### config.mk
export PLATFORM = sky130hd
export DESIGN_NAME = sstx_top
export DESIGN_NICKNAME = d
export VERILOG_FILES = /design/src/rtl/sstx_pkg.sv /design/src/rtl/sstx_period_sel.sv /design/src/rtl/sstx_seq.sv /design/src/rtl/sstx_sclk_gen.sv /design/src/rtl/sstx_top.sv
export SDC_FILE = /design/constraint.sdc
export NUM_CORES = 1
export LEC_CHECK = 0
export BUFFER_PORTS_ARGS = -buffer_cell sky130_fd_sc_hd__buf_2
export CORE_ASPECT_RATIO = 1.75
export CORE_MARGIN = 2
export CORE_UTILIZATION = 56
export CTS_CLUSTER_DIAMETER = 80
export DETAILED_ROUTE_END_ITERATION = 16
export MAX_ROUTING_LAYER = met4
export PLACE_DENSITY = 0.79
export SKIP_CTS_REPAIR_TIMING = 1
export SLEW_MARGIN = 20
export SYNTH_ARGS = -nofsm -noshare
export SYNTH_HDL_FRONTEND = slang
export SYNTH_SLANG_ARGS = --single-unit
### constraint.sdc
create_clock -name clk_i -period 3 [get_ports clk_i]
set_clock_uncertainty 0.2 [all_clocks]
set_input_delay 0.9 -clock clk_i [delete_from_list [all_inputs] [get_ports clk_i]]
set_output_delay 0.9 -clock clk_i [all_outputs]
set_load 0.005 [all_outputs]
### src/rtl/sstx_pkg.sv
package sstx_pkg;

   typedef enum logic [2:0] {
      ST_IDLE  = 3'd0,
      ST_START = 3'd1,
      ST_DATA  = 3'd2,
      ST_STOP  = 3'd3,
      ST_BREAK = 3'd4,
      ST_GAP   = 3'd5
   } sstx_state_e;

   // Control word layout, most significant field first
   typedef struct packed {
      logic       line_mode;
      logic [1:0] stop_code;
      logic       clk_en;
      logic       clk_pol;
      logic       clk_pha;
   } sstx_ctrl_t;

   localparam int CTRL_W = $bits(sstx_ctrl_t);

   localparam logic [1:0] STOP_ONE     = 2'b00;
   localparam logic [1:0] STOP_HALF    = 2'b01;
   localparam logic [1:0] STOP_TWO     = 2'b10;
   localparam logic [1:0] STOP_ONEHALF = 2'b11;

endpackage

### src/rtl/sstx_period_sel.sv
module sstx_period_sel
   import sstx_pkg::*;
#(
   parameter int OVS        = 16,
   parameter int BREAK_BITS = 13,
   parameter int CNT_W      = 8
) (
   input  sstx_state_e        state_i,
   input  logic [1:0]         stop_i,
   output logic [CNT_W-1:0]   last_o
);

   localparam logic [CNT_W-1:0] L_BIT     = CNT_W'(OVS - 1);
   localparam logic [CNT_W-1:0] L_HALF    = CNT_W'(OVS / 2 - 1);
   localparam logic [CNT_W-1:0] L_TWO     = CNT_W'(2 * OVS - 1);
   localparam logic [CNT_W-1:0] L_ONEHALF = CNT_W'(OVS + OVS / 2 - 1);
   localparam logic [CNT_W-1:0] L_BREAK   = CNT_W'(BREAK_BITS * OVS - 1);

   logic [CNT_W-1:0] stop_last;

   always_comb begin
      case (stop_i)
         STOP_HALF:    stop_last = L_HALF;
         STOP_TWO:     stop_last = L_TWO;
         STOP_ONEHALF: stop_last = L_ONEHALF;
         default:      stop_last = L_BIT;
      endcase
   end

   always_comb begin
      case (state_i)
         ST_STOP:  last_o = stop_last;
         ST_BREAK: last_o = L_BREAK;
         default:  last_o = L_BIT;
      endcase
   end

endmodule

### src/rtl/sstx_seq.sv
module sstx_seq
   import sstx_pkg::*;
#(
   parameter int DATA_W     = 8,
   parameter int OVS        = 16,
   parameter int BREAK_BITS = 13,
   parameter int CNT_W      = 8
) (
   input  logic              clk_i,
   input  logic              rst_ni,
   input  sstx_ctrl_t        ctrl_i,
   input  logic [DATA_W-1:0] data_i,
   input  logic              valid_i,
   output logic              ready_o,
   input  logic              brk_req_i,
   input  logic              tick_i,
   output logic              tx_o,
   output logic              busy_o,
   output logic              brk_done_o,
   output logic              in_data_o,
   output logic [CNT_W-1:0]  cnt_o,
   output logic              clk_en_o,
   output logic              clk_pol_o,
   output logic              clk_pha_o
);

   localparam int BIDX_W = (DATA_W > 1) ? $clog2(DATA_W) : 1;
   localparam logic [BIDX_W-1:0] LAST_BIT = BIDX_W'(DATA_W - 1);

   sstx_state_e       state;
   logic [CNT_W-1:0]  cnt;
   logic [CNT_W-1:0]  cnt_last;
   logic [BIDX_W-1:0] bit_idx;
   logic [DATA_W-1:0] shreg;
   logic [1:0]        stop_q;
   logic              ce_q, pol_q, pha_q;
   logic              brk_pend;
   logic              done_q;
   logic              period_end;

   sstx_period_sel #(
      .OVS        (OVS),
      .BREAK_BITS (BREAK_BITS),
      .CNT_W      (CNT_W)
   ) u_period (
      .state_i (state),
      .stop_i  (stop_q),
      .last_o  (cnt_last)
   );

   assign period_end = tick_i && (cnt == cnt_last);

   always_ff @(posedge clk_i or negedge rst_ni) begin
      if (!rst_ni) begin
         state    <= ST_IDLE;
         cnt      <= '0;
         bit_idx  <= '0;
         shreg    <= '0;
         stop_q   <= STOP_ONE;
         ce_q     <= 1'b0;
         pol_q    <= 1'b0;
         pha_q    <= 1'b0;
         brk_pend <= 1'b0;
         done_q   <= 1'b0;
      end else begin
         done_q <= 1'b0;
         if (brk_req_i && ctrl_i.line_mode) brk_pend <= 1'b1;
         if (state == ST_IDLE) begin
            stop_q  <= ctrl_i.stop_code;
            ce_q    <= ctrl_i.clk_en;
            pol_q   <= ctrl_i.clk_pol;
            pha_q   <= ctrl_i.clk_pha;
            cnt     <= '0;
            bit_idx <= '0;
            if (brk_pend) begin
               brk_pend <= 1'b0;
               state    <= ST_BREAK;
            end else if (valid_i) begin
               shreg <= data_i;
               state <= ST_START;
            end
         end else if (tick_i) begin
            if (!period_end) begin
               cnt <= cnt + 1'b1;
            end else begin
               cnt <= '0;
               case (state)
                  ST_START: state <= ST_DATA;
                  ST_DATA: begin
                     shreg <= shreg >> 1;
                     if (bit_idx == LAST_BIT) state <= ST_STOP;
                     else bit_idx <= bit_idx + 1'b1;
                  end
                  ST_BREAK: state <= ST_GAP;
                  ST_GAP: begin
                     done_q <= 1'b1;
                     state  <= ST_IDLE;
                  end
                  default: state <= ST_IDLE;
               endcase
            end
         end
      end
   end

   always_comb begin
      case (state)
         ST_START, ST_BREAK: tx_o = 1'b0;
         ST_DATA:            tx_o = shreg[0];
         default:            tx_o = 1'b1;
      endcase
   end

   assign ready_o    = (state == ST_IDLE) && !brk_pend;
   assign busy_o     = (state != ST_IDLE);
   assign brk_done_o = done_q;
   assign in_data_o  = (state == ST_DATA);
   assign cnt_o      = cnt;
   assign clk_en_o   = ce_q;
   assign clk_pol_o  = pol_q;
   assign clk_pha_o  = pha_q;

endmodule

### src/rtl/sstx_sclk_gen.sv
module sstx_sclk_gen #(
   parameter int OVS      = 16,
   parameter int CNT_W    = 8,
   parameter bit SCLK_REG = 1'b0
) (
   input  logic             clk_i,
   input  logic             rst_ni,
   input  logic             in_data_i,
   input  logic [CNT_W-1:0] cnt_i,
   input  logic             en_i,
   input  logic             pol_i,
   input  logic             pha_i,
   output logic             sclk_o
);

   localparam logic [CNT_W-1:0] HALF = CNT_W'(OVS / 2);

   logic late_half;
   logic active;
   logic level;

   assign late_half = (cnt_i >= HALF);
   assign active    = in_data_i && (pha_i ? !late_half : late_half);
   assign level     = pol_i ^ (en_i & active);

   generate
      if (SCLK_REG) begin : g_reg
         logic sclk_q;
         always_ff @(posedge clk_i or negedge rst_ni) begin
            if (!rst_ni) sclk_q <= 1'b0;
            else         sclk_q <= level;
         end
         assign sclk_o = sclk_q;
      end else begin : g_comb
         logic unused_clk;
         assign unused_clk = clk_i ^ rst_ni;
         assign sclk_o = level;
      end
   endgenerate

endmodule

### src/rtl/sstx_top.sv
module sstx_top
   import sstx_pkg::*;
#(
   parameter int DATA_W     = 8,
   parameter int OVS        = 16,
   parameter int BREAK_BITS = 13,
   parameter bit SCLK_REG   = 1'b0
) (
   input  logic              clk_i,
   input  logic              rst_ni,
   input  logic [5:0]        ctrl_i,
   input  logic [DATA_W-1:0] data_i,
   input  logic              valid_i,
   output logic              ready_o,
   input  logic              brk_req_i,
   input  logic              tick_i,
   output logic              tx_o,
   output logic              sclk_o,
   output logic              busy_o,
   output logic              brk_done_o
);

   localparam int CNT_W = $clog2(BREAK_BITS * OVS + 1);

   generate
      if (OVS < 4 || (OVS % 2) != 0) begin : g_bad_ovs
         $error("sstx_top: OVS must be even and at least 4");
      end
      if (BREAK_BITS < 2) begin : g_bad_brk
         $error("sstx_top: BREAK_BITS must be at least 2");
      end
      if (DATA_W < 1) begin : g_bad_data
         $error("sstx_top: DATA_W must be at least 1");
      end
      if (CTRL_W != 6) begin : g_bad_ctrl
         $error("sstx_top: control word width mismatch");
      end
   endgenerate

   sstx_ctrl_t       ctrl_s;
   logic             in_data;
   logic [CNT_W-1:0] cnt;
   logic             ce, pol, pha;

   assign ctrl_s = ctrl_i;

   sstx_seq #(
      .DATA_W     (DATA_W),
      .OVS        (OVS),
      .BREAK_BITS (BREAK_BITS),
      .CNT_W      (CNT_W)
   ) u_seq (
      .clk_i      (clk_i),
      .rst_ni     (rst_ni),
      .ctrl_i     (ctrl_s),
      .data_i     (data_i),
      .valid_i    (valid_i),
      .ready_o    (ready_o),
      .brk_req_i  (brk_req_i),
      .tick_i     (tick_i),
      .tx_o       (tx_o),
      .busy_o     (busy_o),
      .brk_done_o (brk_done_o),
      .in_data_o  (in_data),
      .cnt_o      (cnt),
      .clk_en_o   (ce),
      .clk_pol_o  (pol),
      .clk_pha_o  (pha)
   );

   sstx_sclk_gen #(
      .OVS      (OVS),
      .CNT_W    (CNT_W),
      .SCLK_REG (SCLK_REG)
   ) u_sclk (
      .clk_i     (clk_i),
      .rst_ni    (rst_ni),
      .in_data_i (in_data),
      .cnt_i     (cnt),
      .en_i      (ce),
      .pol_i     (pol),
      .pha_i     (pha),
      .sclk_o    (sclk_o)
   );

endmodule

Yosys cells after proc, flatten, opt, wreduce, memory -nomap -nowiden
Index checks and enable logic that the tools add are counted.
{ "totals": {"reg_bits": 29, "out_inout_bits": 5, "elab_cells": 77} }
{ "op_classes": {"n_addsub": 2, "order_cmp": 1, "eq_ne": 15, "muxes": 32, "n_bitwise": 2, "reduce_logical": 15} }
{ "ops": {"columns": ["cell", "n"], "rows": [
  ["8-bit 2-to-1 mux", 9],
  ["3-bit 2-to-1 mux", 11],
  ["8-bit case mux with 2 select lines", 1],
  ["5-bit case mux with 3 select lines", 1],
  ["3-bit == test, second input constant", 3],
  ["3-bit case mux with 3 select lines", 1],
  ["8-bit by 1-bit adder with 8-bit output, second input constant", 1],
  ["8-bit == test", 1],
  ["8-bit by 4-bit greater-or-equal comparator with 1-bit output, second input constant", 1],
  ["1-bit 2-to-1 mux", 8],
  ["4-bit AND reduction", 2],
  ["3-bit by 2-bit == test with 1-bit output, second input constant", 2],
  ["2-bit inequality test, second input constant", 3],
  ["2-bit nonzero test", 3],
  ["5-bit AND reduction", 1],
  ["2-bit == test, second input constant", 2],
  ["1-bit logical AND", 4],
  ["3-bit by 1-bit adder with 3-bit output, second input constant", 1],
  ["3-bit by 1-bit == test with 1-bit output, second input constant", 1],
  ["3-bit logical NOT", 1],
  ["3-bit by 2-bit inequality test with 1-bit output, second input constant", 1],
  ["3-bit inequality test, second input constant", 1],
  ["3-bit nonzero test", 1],
  ["2-bit by 1-bit == test with 1-bit output, second input constant", 1],
  ["5 further kinds", 6]
]} }

Depth between registers and ports, before layout
Gate-level depths: netlist of run 1.
{ "depth": {"ltp_word": 8, "depth_mapped": 7} }

Hierarchy
A second synthesis of run 1 with hierarchy kept.
{ "hier_totals": {"hier_cells": 185, "area_unflattened_um2": 1686.6} }
{ "by_module_without_submodules": {"columns": ["mod", "n_inst", "cells_each", "area_per_inst_um2", "seq_area_each_um2"], "rows": [
  ["sstx_seq", 1, 169, 1571.5, 725.7],
  ["sstx_period_sel", 1, 10, 71.3, 0.0],
  ["sstx_sclk_gen", 1, 6, 43.8, 0.0]
]} }

Worst setup path before layout of run 1
OpenSTA, ideal clock, no wires.
{ "synth_path": {"path_type": "flip-flop to output port", "from": "reg u_seq.state[1]", "to": "out ready_o", "t_arrival_ns": 1.532, "setup_slack_ns": 0.368, "path_stages_with_launch": 6, "path_buffers": 2, "path_cell_list": "dfrtp_1 -> buf_2 -> nor3_2 -> clkinv_1 -> clkbuf_1 -> nor2_1"} }
{ "synth_between": {"elab_chain_len": 2} }
{ "synth_lines": {"columns": ["item", "line", "source"], "rows": [
  ["start: declaration", "sstx_seq.sv:30", "sstx_state_e state;"],
  ["start signal: assignment", "sstx_seq.sv:55", "state <= ST_IDLE;"],
  ["start signal: assignment", "sstx_seq.sv:77", "state <= ST_BREAK;"],
  ["start signal: assignment", "sstx_seq.sv:80", "state <= ST_START;"],
  ["3-bit logical NOT", "sstx_seq.sv:114", "assign ready_o = (state == ST_IDLE) && !brk_pend;"],
  ["1-bit logical AND", "sstx_seq.sv:114", null],
  ["end: declaration", "sstx_top.sv:14", "output logic ready_o,"]
]} }
No other way between the ends.

Final worst setup path of run 1
{ "layout_path": {"from": "reg u_seq.cnt[6], in the netlist u_seq.cnt_o[6]", "to": "out sclk_o"} }
{ "layout_between": {"elab_chain_len": 6} }
{ "layout_lines": {"columns": ["item", "line", "source"], "rows": [
  ["start: declaration", "sstx_seq.sv:31", "logic [CNT_W-1:0] cnt;"],
  ["start signal: assignment", "sstx_seq.sv:84", "cnt <= cnt + 1'b1;"],
  ["8-bit by 4-bit greater-or-equal comparator with 1-bit output (*)", "sstx_sclk_gen.sv:22", "assign late_half = (cnt_i >= HALF);"],
  ["1-bit logical NOT", "sstx_sclk_gen.sv:23", "assign active = in_data_i && (pha_i ? !late_half : late_half);"],
  ["1-bit 2-to-1 mux (*)", "sstx_sclk_gen.sv:23", null],
  ["1-bit logical AND (*)", "sstx_sclk_gen.sv:23", null],
  ["1-bit bitwise AND (*)", "sstx_sclk_gen.sv:24", "assign level = pol_i ^ (en_i & active);"],
  ["1-bit XOR (*)", "sstx_sclk_gen.sv:24", null],
  ["end: declaration", "sstx_top.sv:18", "output logic sclk_o,"]
]} }
Every way passes the cells marked *; elsewhere a longest branch is shown, timed or not.

==> results.yml, run 1 <==
final_layout:
  syn2layout_area_growth_pct: 15.8
  antenna_cells: 0
  finalNonFillerCells: 229
  drive_above_1_share: 0.238
  nets: 225
yosys:
  synth_cell_types: 38
  syn_area_per_cell_um2: 9.08
  synth_fa_ha_area_frac: 0.0318
  postSynthCellCount: 173
  ys_ff_latch: 29
  synth_edf_count: 0
  yosysSeqAreaShare: 0.462
  syn-num-nets: 196
  synth_top_family_by_area: "simple AND/OR/NAND/NOR gates"
  synth_top_cell_area_share: 0.462
  synthArstFlopShare: 1.00
  yosys.area.top_type: "dfrtp_1"
  synth-main-ff-cell: "dfrtp_1"
  synthTopCellsByArea: "dfrtp_1, nand2_1, mux2_2"
  synthXorXnorAreaFrac: 0.0557
  synthMuxAreaShare: 0.0701
  synthSimpleGateAreaFrac: 0.264
  netlist_area_um2: 1570
  yosysWarnings: 0
  synth_compound_area_frac: 0.0764
status:
  status: "completed"
clock_tree:
  cts_buffers: 5
  cts_sinks: 29
  cts_root_buf: "clkbuf_8"
  htree_levels: 2
  clk_pin_slew_ns: 0.06
  cts_buffer_depth: 2
  clock_latency_ns: 0.28
  cts_tree: "yes"
die:
  die_height_um: 74.1
  rows: 25
  die_w_um: 44.0
  io_pins: 24
  initial_core_util: 0.584
  core_um2: 2690
  die-area_um2: 3260
routing:
  drt-total-wl_um: 3090
  drt_iter0_markers: 35
  route.vias.total: 1285
  drc_errors: 0
  antenna_left: 0
  firstDrtPassIters: 4
  via_per_inst: 5.61
  post_drt_wl_per_cell_um: 13.5
timing:
  finalCritPeriodShare: 0.937
  setup_viol: 0
  drv_slew: 0
  rsz0062_at_grt: "false"
  fin_setup_tns_ns: 0
  period_needed_ns: 2.81
  slew_headroom: 0.580
  worstMarginPinSlew_ns: 0.631
  hold_viol_final: 0
  fmax_ghz: 0.356
placed_design:
  dp_hpwl_um: 2260
  placed_cells: 222
  numPortBuffers: 23
  routabilityCongestion: 0.863
global_routing:
  grt_max_degree: 30
  grt_pass1_wl_um: 5460
  grt_pass1_vias: 1292
  antenna_found_initial: 0
  grt_usage: 0.232
  grt-ovfl-total: 0
power_and_ir_drop:
  ir_drop_uv: 464
  p_per_area_nw_per_um2: 769
  leakage_nw: 0.866
job:
  drv_cap: 0
setup_path:
  cp_data_required_time_ns: 1.90
  arrival_ns: 1.71
  regToRegSetupSlack_ns: 0.30
  critPathKind: "register to primary output"
  worstPathMaxFanout: 4
  end_kind: "primary output"
  start_kind: "register"
hold_path:
  hp-class: "register to register"
==> critical path, stage by stage, from the launching register on <==
cell	delay [ns]
dfrtp_1	0.41
or2_1	0.26
nor4_2	0.21
xnor2_1	0.15
nand4_1	0.13
xnor2_1	0.14
buf_2	0.13
==> sequential cells by signal, summed over array words and instances, names as in the netlist <==
register          cells
u_seq.state           3
u_seq.clk_en_o        1
u_seq.brk_pend        1
u_seq.cnt_o           8
u_seq.stop_q          2
u_seq.clk_pha_o       1
u_seq.brk_done_o      1
u_seq.shreg           8
u_seq.bit_idx         3
u_seq.clk_pol_o       1
==> worst paths after layout <==
kind,startpoint,end,depth (start not counted)
max,u_seq.cnt_o[6],sclk_o,6
min,u_seq.stop_q[0],u_seq.stop_q[0],2
max reg2reg,u_seq.state[2],u_seq.shreg[6],6
min reg2reg,u_seq.stop_q[0],u_seq.stop_q[0],2
max in group asynchronous,rst_ni,u_seq.shreg[6],1
min in group asynchronous,rst_ni,u_seq.cnt_o[3],1
==> kinds of logic after synthesis <==
| family | count (synthesis) |
|---|---|
| and+or+nand+nor | 87 |
| DFF | 29 |
| AOI/OAI and AO/OA | 19 |
| buffers and inverters | 14 |
| xor gates and xnor gates | 10 |
| muxes | 10 |
| adders and majority gates | 4 |
==> cell usage in the layout (no fill, tap or decap), types with 6 or more instances in the layout <==
cell type  instances
inv_1              6
buf_4              6
o21ai_0            9
nand2_1           47
mux2_2             8
xor2_1             6
buf_2             23
dfrtp_1           29
clkbuf_8           6
nor2_1            12
==> cells in the mapped netlist (2+ instances only) <==
| library cell | instances |
|---|---|
| mux2i_1 | 2 |
| nand3_1 | 4 |
| nor4_1 | 2 |
| ha_1 | 4 |
| nand4b_1 | 3 |
| or4_1 | 2 |
| nor2_1 | 12 |
| and3_1 | 2 |
| o21ai_0 | 9 |
| xnor2_1 | 4 |
| xor2_1 | 6 |
| nand4_1 | 4 |
| o211ai_1 | 4 |
| mux2_2 | 8 |
| nand2b_1 | 2 |
| buf_2 | 3 |
| clkbuf_1 | 2 |
| nand2_1 | 47 |
| dfrtp_1 | 29 |
| inv_1 | 6 |
==> cell type report <==
cell class                 instances  area (µm²)
fill                             236         870
multi-input combinational        130         788
sequential                        29         726
timing repair buffer              29         160
clock buffer                       7        86.3
tap                               27        33.8
inverter                           7        26.3
==> routing by layer <==
| layer | track usage | part of all wire |
|---|---|---|
| met5 | - | 0 |
| met4 | 0.0976 | 0.024 |
| met3 | 0.0558 | 0.044 |
| met2 | 0.394 | 0.54 |
| met1 | 0.253 | 0.39 |
==> stage by stage <==
step | area (µm²) | util | setup WS [ns] | power (mW) | hold WS (ns)
final | 1820 | 0.677 | 0.189 | 1.40 | 0.283
after floorplan | 1570 | - | 0.368 | 0.942 | 0.246
after CTS | 1810 | 0.674 | 0.0534 | 1.41 | 0.283
after detailed placement | 1730 | 0.642 | 0.175 | 1.08 | 0.269
after global placement | 1730 | 0.642 | 0.237 | 1.06 | 0.268
after global routing | 1820 | 0.677 | 0.0254 | 1.51 | 0.312
==> report_power, final <==
part / leakage, nW / switching, mW / internal [mW]
sequential: 0.337 / 0.107 / 0.505
combinational: 0.485 / 0.257 / 0.215
clock: 0.0443 / 0.135 / 0.181
No activity file was read; power rests on OpenSTA's default activity.
==> run 2: changes to the inputs <==
CELL_PAD_IN_SITES_DETAIL_PLACEMENT = 1   (was not set)
CELL_PAD_IN_SITES_GLOBAL_PLACEMENT = 1   (was not set)
CORE_UTILIZATION = 42   (was 56)
PLACE_DENSITY = not set   (was 0.79)
PLACE_DENSITY_LB_ADDON = 0.1   (was not set)
==> results.yml, run 2 (synthesized netlist as in run 1, its figures left out) <==
status:
  status: "completed"
timing:
  drv_slew: 0
  worstMarginPinSlew_ns: 0.667
  hold_viol_final: 0
  period_needed_ns: 2.89
  fmax_ghz: 0.346
  hold_ws_ns: 0.285
  setup_viol: 0
  slew_headroom: 0.555
  fin_setup_tns_ns: 0
  finalCritPeriodShare: 0.964
power_and_ir_drop:
  pwr-share-comb: 0.337
  swShare: 0.365
  cell_internal_pwr_mw: 0.909
  sequentialPowerShare: 0.438
  switchingPower_mw: 0.522
  total_power_mw: 1.43
  leakage_nw: 0.881
  ir_drop_uv: 413
  p_clk_frac: 0.225
  p_per_area_nw_per_um2: 767
setup_path:
  worstPathMaxFanout: 4
  cp_data_required_time_ns: 1.90
  arrival_ns: 1.79
  start_kind: "register"
  critPathKind: "register to primary output"
  end_kind: "primary output"
  worst_r2r_path_depth: 5
final_layout:
  final_core_util: 0.520
  syn2layout_area_growth_pct: 18.8
  stdcell_area_um2: 1870
  antenna_cells: 0
  fillers: 426
  mostFrequentLayoutCell: "nand2_1"
  final_cell_mix: "nand2_1, dfrtp_1, buf_2, nor2_1"
  drive_above_1_share: 0.249
  nets: 228
clock_tree:
  clk_pin_slew_ns: 0.06
  cts_buffer_depth: 2
  clock_latency_ns: 0.28
  cts_buffers: 5
  cts_tree: "yes"
  cts_sinks: 29
  cts_root_buf: "clkbuf_8"
  htree_levels: 2
die:
  rows: 29
  die_height_um: 84.9
  die-area_um2: 4270
  io_pins: 24
  initial_core_util: 0.437
  core_um2: 3590
  die_w_um: 50.2
routing:
  drt_iter0_markers: 21
  firstDrtPassIters: 2
  via_per_inst: 5.27
  post_drt_wl_per_cell_um: 15.1
  antenna_left: 0
  drt-total-wl_um: 3790
  route.vias.total: 1323
  drc_errors: 0
hold_path:
  hp-class: "register to register"
  hold_depth: 2
placed_design:
  dpl-instance-area_um2: 1760
  numPortBuffers: 23
  routabilityCongestion: 0.829
  dp_hpwl_um: 2860
global_routing:
  grt_max_degree: 30
  grt_usage: 0.210
  grt_pass1_wl_um: 6560
  grt_pass1_vias: 1480
  antenna_found_initial: 0
  grt-ovfl-total: 0
job:
  drv_cap: 0
-- run 2: routing by layer --
metal  up-vias  wire length (µm)  global-route usage
met5         -                 0                   -
met4         0                80              0.0909
met3         7               101              0.0370
met2        21              2140               0.392
met1       649              1460               0.201
li1        646                 -                   -
-- run 2: path summary, 6_finish.rpt --
path	startpoint	to	slack, ns
min in group asynchronous	rst_ni	u_seq.clk_pol_o	0.45
worst max register to register	u_seq.state[0]	u_seq.shreg[6]	0.27
max in group asynchronous	rst_ni	u_seq.stop_q[1]	1.71
worst min-delay path	u_seq.clk_en_o	u_seq.clk_en_o	0.28
worst max-delay path	u_seq.cnt_o[6]	sclk_o	0.11
worst min register to register	u_seq.clk_en_o	u_seq.clk_en_o	0.28
-- run 2: cell type report --
cell class	instances	area, µm²	area share
timing repair buffer	32	183	0.0979
multi-input combinational	130	788	0.422
tap	46	57.6	0.0308
inverter	7	26.3	0.0141
clock buffer	7	86.3	0.0462
sequential	29	726	0.389
-- run 2: power by group through the flow --
stage          registers [mW]  logic, mW  clock network, mW
6_report                0.626      0.483              0.322
5_1_grt                 0.643      0.555              0.347
4_1_cts                 0.625      0.485              0.334
3_5_place_dp            0.628      0.484                  0
3_3_place_gp            0.623      0.457                  0
2_1_floorplan           0.585      0.357                  0
-- run 2: critical path, stage by stage (launching register included) --
cell and delay (ns):
dfrtp_1 0.41, or2_1 0.26, nor4_2 0.17, buf_4 0.16, xnor2_1 0.11, nand4_1 0.13, xnor2_1 0.15, buf_2 0.13
-- run 2: through the flow --
step | setup WS [ns] | std cells
finish | 0.109 | 251
global route | -0.000509 | 251
CTS | -0.0542 | 249
detailed placement | 0.249 | 242
global placement | 0.260 | 242
floorplan | 0.368 | 173
==> run 3: changes to the inputs <==
clock period = 3.28 ns   (was 3 ns; I/O delays follow)
==> results.yml, run 3 (synthesized netlist as in run 1, its figures left out) <==
final_layout:
  fillers: 436
  nets: 224
  mostFrequentLayoutCell: "nand2_1"
  syn2layout_area_growth_pct: 17.4
  antenna_cells: 0
  drive_above_1_share: 0.238
  final_cell_mix: "nand2_1, dfrtp_1, buf_2, nor2_1, o21ai_0"
routing:
  antenna_left: 0
  firstDrtPassIters: 4
  drc_errors: 0
  post_drt_wl_per_cell_um: 15.6
  drt_iter0_markers: 26
  via_per_inst: 5.42
  route.vias.total: 1343
  drt-total-wl_um: 3870
timing:
  fmax_ghz: 0.335
  drv_slew: 0
  fin_setup_tns_ns: 0
  slew_headroom: 0.559
  setup_viol: 0
  hold_viol_final: 0
  worstMarginPinSlew_ns: 0.661
  period_needed_ns: 2.98
  finalCritPeriodShare: 0.909
  rsz0062_at_grt: "false"
power_and_ir_drop:
  swShare: 0.370
  pwr-share-comb: 0.321
  total_power_mw: 1.34
  cell_internal_pwr_mw: 0.841
  leakage_nw: 0.871
  sequentialPowerShare: 0.431
  switchingPower_mw: 0.494
  p_clk_frac: 0.247
  p_per_area_nw_per_um2: 723
  ir_drop_uv: 458
die:
  die-area_um2: 4270
  die_height_um: 84.9
  die_w_um: 50.2
  core_um2: 3590
  io_pins: 24
  initial_core_util: 0.437
  rows: 29
clock_tree:
  cts_buffers: 5
  clock_latency_ns: 0.29
  clk_pin_slew_ns: 0.06
  cts_sinks: 29
  htree_levels: 2
  cts_tree: "yes"
  cts_root_buf: "clkbuf_8"
  cts_buffer_depth: 2
global_routing:
  grt-ovfl-total: 0
  grt_pass1_wl_um: 6670
  grt_pass1_vias: 1436
  antenna_found_initial: 0
  grt_max_degree: 30
  grt_usage: 0.217
setup_path:
  crit_buf_inv: 1
  critPathKind: "register to primary output"
  arrival_ns: 1.80
  cpLargestDelayFamily: "simple AND/OR/NAND/NOR gates"
  start_kind: "register"
  crit_path_frequent_cell: "xnor2_1"
  cp_data_required_time_ns: 2.10
  worstPathMaxFanout: 4
  cp_cell_sequence: "or2_1, nor4_1, xnor2_1, nand4_1, xnor2_1, buf_2"
  path_depth: 6
  cpMaxStageDelayCell: "dfrtp_1"
  slowest_delay_ns: 0.41
  end_kind: "primary output"
  worst_r2r_path_depth: 5
placed_design:
  routabilityCongestion: 0.770
  numPortBuffers: 23
  dp_hpwl_um: 2820
hold_path:
  hold_depth: 2
  hp-class: "register to register"
status:
  status: "completed"
job:
  drv_cap: 0
==> run 3: final cells by class <==
type	instances	area, µm²	share of cell area
inverter	7	26.3	0.0142
sequential	29	726	0.393
multi-input combinational	130	782	0.424
tap	46	57.6	0.0312
timing repair buffer	28	153	0.0827
clock buffer	7	96.3	0.0522
clock inverter	1	5.00	0.00271
==> run 3: worst min-delay path: cells and delay by family, from the launching register on <==
kind	cells	cell delay, ns
flip-flops	1	0.35
AND/OR/NAND/NOR	2	0.10
==> run 3: layer usage <==
metal | share of wire | vias up | track usage
met1 | 0.39 | 665 | 0.209
met3 | 0.035 | 8 | 0.0440
li1 | - | 641 | -
met5 | 0 | - | -
met4 | 0.023 | 0 | 0.119
met2 | 0.56 | 29 | 0.390
==> run 3: final timing paths <==
check / start / to / slack [ns]
setup / recovery: u_seq.cnt_o[6] / sclk_o / 0.30
hold / removal: u_seq.stop_q[0] / u_seq.stop_q[0] / 0.29
setup reg to reg: u_seq.state[2] / u_seq.shreg[3] / 0.39
hold reg to reg: u_seq.stop_q[0] / u_seq.stop_q[0] / 0.29
max in group asynchronous: rst_ni / u_seq.bit_idx[1] / 1.91
min in group asynchronous: rst_ni / u_seq.brk_pend / 0.52
==> run 3: through the flow <==
step	area (µm²)	instances	hold WS, ns	util	setup WS (ns)
finish	1850	248	0.286	0.514	0.299
global route	1850	248	0.318	0.514	0.170
CTS	1850	248	0.294	0.514	0.224
detailed placement	1740	240	0.276	0.486	0.344
global placement	1740	240	0.267	0.486	0.423
floorplan	1570	173	0.246	-	0.564
==> run 3: power by group through the flow <==
stage	Combinational, mW	Sequential (mW)	Clock, mW
final	0.429	0.576	0.330
after global routing	0.492	0.592	0.351
after CTS	0.441	0.574	0.342
after detailed placement	0.437	0.577	0
after global placement	0.410	0.569	0
after floorplan	0.327	0.535	0
